==> config.mk <==
export PLATFORM = sky130hd
export DESIGN_NAME = cancel_countdown
export DESIGN_NICKNAME = d
export VERILOG_FILES = /design/src/rtl/cdt_pkg.sv /design/src/rtl/cdt_rst_sync.sv /design/src/rtl/cdt_count.sv /design/src/rtl/cdt_code.sv /design/src/rtl/cdt_ctrl.sv /design/src/rtl/cancel_countdown.sv
export SDC_FILE = /design/constraint.sdc
export NUM_CORES = 1
export LEC_CHECK = 0
export BUFFER_PORTS_ARGS = -buffer_cell sky130_fd_sc_hd__buf_2
export CORE_UTILIZATION = 44
export CTS_CLUSTER_SIZE = 8
export DETAILED_ROUTE_END_ITERATION = 16
export PLACE_DENSITY = 0.74
export SLEW_MARGIN = 20
export SYNTH_ARGS = -nofsm -noshare
export SYNTH_HDL_FRONTEND = slang
export SYNTH_HIERARCHICAL = 1
export SYNTH_SLANG_ARGS = --single-unit
==> constraint.sdc <==
create_clock -name clk -period 0.8 [get_ports clk]
set_input_delay 0.04 -clock clk [delete_from_list [all_inputs] [get_ports clk]]
set_output_delay 0.04 -clock clk [all_outputs]
set_load 0.05 [all_outputs]
==> src/rtl/cdt_pkg.sv <==
package cdt_pkg;
  typedef enum logic {
    MODE_PRESET = 1'b0,
    MODE_RUN    = 1'b1
  } cdt_mode_t;
endpackage

==> src/rtl/cdt_rst_sync.sv <==
module cdt_rst_sync #(
  parameter int STAGES = 2
) (
  input  logic clk,
  input  logic rst_n,
  output logic rst_n_o
);
  logic [STAGES-1:0] sync_q;

  always_ff @(posedge clk or negedge rst_n) begin
    if (!rst_n) sync_q <= '0;
    else        sync_q <= {sync_q[STAGES-2:0], 1'b1};
  end

  assign rst_n_o = sync_q[STAGES-1];
endmodule

==> src/rtl/cdt_count.sv <==
module cdt_count #(
  parameter int W    = 6,
  parameter int MIN  = 1,
  parameter int MAX  = 60,
  parameter int INIT = 10
) (
  input  logic         clk,
  input  logic         rst_n,
  input  logic         load_i,
  input  logic         inc_i,
  input  logic         dec_i,
  output logic [W-1:0] count_o,
  output logic         at_min_o,
  output logic         at_max_o
);
  logic [W-1:0] cnt_q, cnt_d;
  logic         cnt_en;

  // load beats dec beats inc
  always_comb begin
    cnt_d  = cnt_q;
    cnt_en = load_i | inc_i | dec_i;
    if (load_i)     cnt_d = W'(INIT);
    else if (dec_i) cnt_d = cnt_q - W'(1);
    else if (inc_i) cnt_d = cnt_q + W'(1);
  end

  always_ff @(posedge clk or negedge rst_n) begin
    if (!rst_n)      cnt_q <= W'(INIT);
    else if (cnt_en) cnt_q <= cnt_d;
  end

  assign count_o  = cnt_q;
  assign at_min_o = (cnt_q <= W'(MIN));
  assign at_max_o = (cnt_q >= W'(MAX));
endmodule

==> src/rtl/cdt_code.sv <==
module cdt_code #(
  parameter int W = 8
) (
  input  logic         clk,
  input  logic         rst_n,
  input  logic         clr_i,
  input  logic         shift_i,
  input  logic         bit_i,
  output logic [W-1:0] code_o
);
  logic [W-1:0] code_q, code_d;
  logic         code_en;

  always_comb begin
    code_en = clr_i | shift_i;
    if (clr_i) code_d = '0;
    else       code_d = {code_q[W-2:0], bit_i};
  end

  always_ff @(posedge clk or negedge rst_n) begin
    if (!rst_n)       code_q <= '0;
    else if (code_en) code_q <= code_d;
  end

  assign code_o = code_q;
endmodule

==> src/rtl/cdt_ctrl.sv <==
module cdt_ctrl
  import cdt_pkg::*;
(
  input  logic      clk,
  input  logic      rst_n,
  input  logic      start_i,
  input  logic      cancel_i,
  input  logic      last_i,
  output cdt_mode_t mode_o,
  output logic      expire_o
);
  cdt_mode_t mode_q, mode_d;
  logic      exp_q;

  always_comb begin
    mode_d = mode_q;
    if (last_i)        mode_d = MODE_PRESET;
    else if (cancel_i) mode_d = MODE_PRESET;
    else if (start_i)  mode_d = MODE_RUN;
  end

  always_ff @(posedge clk or negedge rst_n) begin
    if (!rst_n) begin
      mode_q <= MODE_PRESET;
      exp_q  <= 1'b0;
    end else begin
      mode_q <= mode_d;
      exp_q  <= last_i;
    end
  end

  assign mode_o   = mode_q;
  assign expire_o = exp_q;
endmodule

==> src/rtl/cancel_countdown.sv <==
module cancel_countdown
  import cdt_pkg::*;
#(
  parameter int               CODE_W      = 8,
  parameter logic [CODE_W-1:0] CANCEL_CODE = 8'h0D,
  parameter int               CNT_W       = 6,
  parameter int               CNT_MIN     = 1,
  parameter int               CNT_MAX     = 60,
  parameter int               CNT_INIT    = 10,
  parameter int               FINE_W      = 4
) (
  input  logic              clk,
  input  logic              rst_n,
  input  logic              up_i,
  input  logic              down_i,
  input  logic              arm_i,
  input  logic              tick_i,
  input  logic [FINE_W-1:0] tick_fine_i,
  output logic [CNT_W-1:0]  count_o,
  output logic              timing_o,
  output logic              expire_o
);
  logic              rst_n_s;
  cdt_mode_t         mode;
  logic [CODE_W-1:0] code_q;
  logic              at_min, at_max;
  logic              arm_ev, up_ev, dn_ev, run, sec_tick, last, cancel, start;
  logic              inc, dec;

  cdt_rst_sync #(.STAGES(2)) u_rst (
    .clk(clk), .rst_n(rst_n), .rst_n_o(rst_n_s)
  );

  // one button per cycle: arm, then up, then down
  assign arm_ev   = arm_i;
  assign up_ev    = up_i & ~arm_i;
  assign dn_ev    = down_i & ~arm_i & ~up_i;
  assign run      = (mode == MODE_RUN);
  assign sec_tick = run & tick_i & (tick_fine_i == '0);
  assign last     = sec_tick & at_min;
  assign cancel   = run & arm_ev & (code_q == CANCEL_CODE);
  assign start    = ~run & arm_ev;
  assign inc      = ~run & up_ev & ~at_max;
  assign dec      = (~run & dn_ev & ~at_min) | sec_tick;

  cdt_count #(.W(CNT_W), .MIN(CNT_MIN), .MAX(CNT_MAX), .INIT(CNT_INIT)) u_count (
    .clk(clk), .rst_n(rst_n_s), .load_i(last), .inc_i(inc), .dec_i(dec),
    .count_o(count_o), .at_min_o(at_min), .at_max_o(at_max)
  );

  cdt_code #(.W(CODE_W)) u_code (
    .clk(clk), .rst_n(rst_n_s), .clr_i(start), .shift_i(run & (up_ev | dn_ev)),
    .bit_i(up_ev), .code_o(code_q)
  );

  cdt_ctrl u_ctrl (
    .clk(clk), .rst_n(rst_n_s), .start_i(start), .cancel_i(cancel), .last_i(last),
    .mode_o(mode), .expire_o(expire_o)
  );

  assign timing_o = run;
endmodule

==> run summary <==
=====================================================================================
Status                                                                   finished, violations left
Violations in the final reports                                          negative setup slack
Hold Slack                                                                  0.0395 ns
Number of max-slew violations in the final report                                   0
Post-synthesis cell area                                                    1000 um^2
Layout fillers                                                                    131
Synthesized instance count                                                         94
Number of enable-type register cells in the synthesized netlist                     0
CP Class                                                                      reg2reg
Power Total                                                                   5460 uW
Required time of the critical path                                            0.99 ns
Remaining global-route overflow                                                     0
Detail Route Antenna Nets                                                           0
Capturing element type of the critical path                                  register
Clock tree from TritonCTS                                                       built
Synth Register Bits                                                                18
Final worst-path cycle share                                                     286%
Port bufs                                                                          17
Share of synthesized area occupied by flip-flops and latches                    45.2%
Sink Count                                                                         18
Total wirelength of the detailed-routed design                                2.77 mm
Routed wirelength normalized by instance count                                15.7 um
Diode count                                                                         0
Reg clk slew, reported paths                                                  0.11 ns
Time the final worst path needs with I/O delays and setup                     2.29 ns
Type of the tightest min-delay check                                         in2async
Mean number of vias per cell                                                     5.41
Starting Density                                                                49.1%
RSZ-0062 raised after global routing                                              yes
I/O pin count                                                                      18
Number of global-route vias before repair                                         929
Die area                                                                    2470 um^2
Most frequent standard cell in the layout excluding fill and tap cells   sky130_fd_sc_hd__buf_4
Worst Setup Slack, final                                                     -1.49 ns
Clock Skews                                                                0.00914 ns
Initial drt markers                                                                19
Global-route wire length before repair                                        4.17 mm
Via count                                                                         953
Net count after synthesis                                                         108
Primary FF master, synth                                                 sky130_fd_sc_hd__dfrtp_1
Area after detailed placement                                               1380 um^2
Fraction of final layout cells with drive strength greater than 1               58.4%
Static leakage                                                            0.000793 uW
Maximum achievable frequency                                                  437 MHz
# rows                                                                             16
Ys Warns                                                                            6
Std-Cell Core Area                                                          2040 um^2
Per-instance average area after synthesis                                   10.7 um^2
Number of detailed-route iterations in the first pass                               4
Clock root buffer                                                        sky130_fd_sc_hd__clkbuf_4
Number of instances in the placed design                                          163
Number of library cell types mapped by synthesis                                   36
Global placement routability congestion                                         0.861
Footprint of the flip-flops and latches                                      465 um^2
Maximum fanout encountered on the critical timing path                              7
Final non-filler cell area                                                  1650 um^2
Clock tree buffer depth                                                             2
Final setup vio count                                                              24
Number of antenna violations at the first check in global routing                   0
Worst supply voltage drop on vdd                                              2.67 mV
Total number of H-tree levels                                                       1
Setup_tns                                                                   -15.86 ns
Post-synth ARST share                                                            100%
Arr. time, crit path                                                          2.48 ns
Die height                                                                    49.7 um
Final-stage net count                                                             164
Insertion delay to the later sink of the worst-skew pair                      0.30 ns
Final HPWL DP                                                                 1.71 mm
CTS Buf Count                                                                       3
Pwr Density                                                              3310 nW/um^2
Area delta synth->final                                                         64.4%
Worst setup SP type                                                          register
Number of standard cells in the layout, taps in and fillers out                   176
Max Cap Violations                                                                  0
Total DRC errors in the routed layout                                               0
Top library cells by usage in the layout, fill and taps aside            26 x sky130_fd_sc_hd__buf_4, 17 x sky130_fd_sc_hd__nor2_1, 11 x sky130_fd_sc_hd__buf_6, 11 x sky130_fd_sc_hd__dfrtp_1
Die width                                                                     49.7 um
Area taken by multi-input logic gates                                        614 um^2
Global-route usage over all layers                                              22.9%
Largest net degree at the start of global routing                                  11
Endpoints failing hold                                                              0
=====================================================================================
## cell type report
type | count | area share, %
Multi-Input combinational cell | 70 | 37.3
Inverter | 3 | 1.14
Timing Repair Buffer | 54 | 29.1
Tap cell | 27 | 2.05
Sequential cell | 18 | 28.2
Clock buffer | 4 | 2.20
## cells by family (layout without fill, tap and decap cells)
kind of cell / Yosys count / in the layout / share of synthesized area, %
and+or+nand+nor: 45 / 45 / 28.5
DFF: 18 / 18 / 45.2
muxes: 12 / 12 / 12.4
AOI/OAI and AO/OA: 7 / 7 / 4.74
buffers and inverters: 6 / 61 / 3.00
adders and majority gates: 4 / 4 / 4.99
other: 1 / 1 / 0.374
xor gates and xnor gates: 1 / 1 / 0.874
## report_power, final
part	internal, uW	switching, uW
registers	1320	311
clock network	278	289
logic	1600	1670
total	3190	2270
## final timing paths
path | start | end | slack (ns) | cells past startpoint
max in group asynchronous | u_rst/sync_q[1] | u_count/count_o[3] | 0.44 | 1
min reg2reg | u_rst/sync_q[1] | u_count/count_o[5] | 0.16 | 1
max reg2reg | u_count/count_o[1] | u_count/count_o[4] | -1.49 | 10
max | u_count/count_o[1] | u_count/count_o[4] | -1.49 | 10
min in group clk | arm_i | u_code/code_o[0] | 0.24 | 5
min | rst_n | u_rst/sync_q[1] | 0.04 | 2
## routing by layer
metal,part of all wire [%],track usage [%]
met1,44,27.8
met2,50,38.7
met3,3.7,4.63
met4,2.9,10.0
met5,0,0
## flip-flops by register name, summed over array words and instances, names as in the netlist
register	cells
u_code/code_o	8
u_ctrl/mode_o	1
u_ctrl/expire_o	1
u_count/count_o	6
u_rst/sync_q	2
## stage by stage
stage / worst slack [ns] / utilization (%)
after floorplan: -1.47 / -
after global placement: -1.40 / 67.5
after detailed placement: -1.43 / 67.5
after CTS: -1.43 / 76.5
after global routing: -1.54 / 80.7
final: -1.49 / 80.7
## worst max-delay path: stages, from the launching register on
cell	delay [ns]
sky130_fd_sc_hd__dfstp_4	0.66
sky130_fd_sc_hd__inv_6	0.05
sky130_fd_sc_hd__ha_4	0.15
sky130_fd_sc_hd__nor2_4	0.10
sky130_fd_sc_hd__nor4b_2	0.05
sky130_fd_sc_hd__inv_1	0.08
sky130_fd_sc_hd__nand3_2	0.09
sky130_fd_sc_hd__o21ai_4	0.24
sky130_fd_sc_hd__and3b_1	0.24
sky130_fd_sc_hd__a31oi_1	0.16
sky130_fd_sc_hd__mux2_2	0.36
## Yosys cell counts (2+ instances only)
cell type | n | area [um^2]
sky130_fd_sc_hd__nor2_1 | 19 | 71.3
sky130_fd_sc_hd__nor4_2 | 2 | 25.0
sky130_fd_sc_hd__dfrtp_1 | 16 | 400
sky130_fd_sc_hd__nand3_1 | 3 | 15.0
sky130_fd_sc_hd__nor2b_1 | 4 | 25.0
sky130_fd_sc_hd__buf_1 | 2 | 7.51
sky130_fd_sc_hd__nor3b_1 | 2 | 15.0
sky130_fd_sc_hd__mux2i_1 | 9 | 90.1
sky130_fd_sc_hd__o21ai_0 | 2 | 10.0
sky130_fd_sc_hd__ha_1 | 4 | 50.1
sky130_fd_sc_hd__mux2_1 | 2 | 22.5
sky130_fd_sc_hd__dfstp_2 | 2 | 52.6
sky130_fd_sc_hd__nor3_1 | 2 | 10.0
sky130_fd_sc_hd__inv_1 | 3 | 11.3
## timing repair
item                                    4_1_cts  5_1_grt
endpoints found under the setup margin       24       24
hold buffers                                  1        0
hold endpoints to repair                      2        0
buffers inserted                              3        7
pin swaps                                     5        7
gates resized for setup                      33       14
Power figures use the tool's default switching activity.
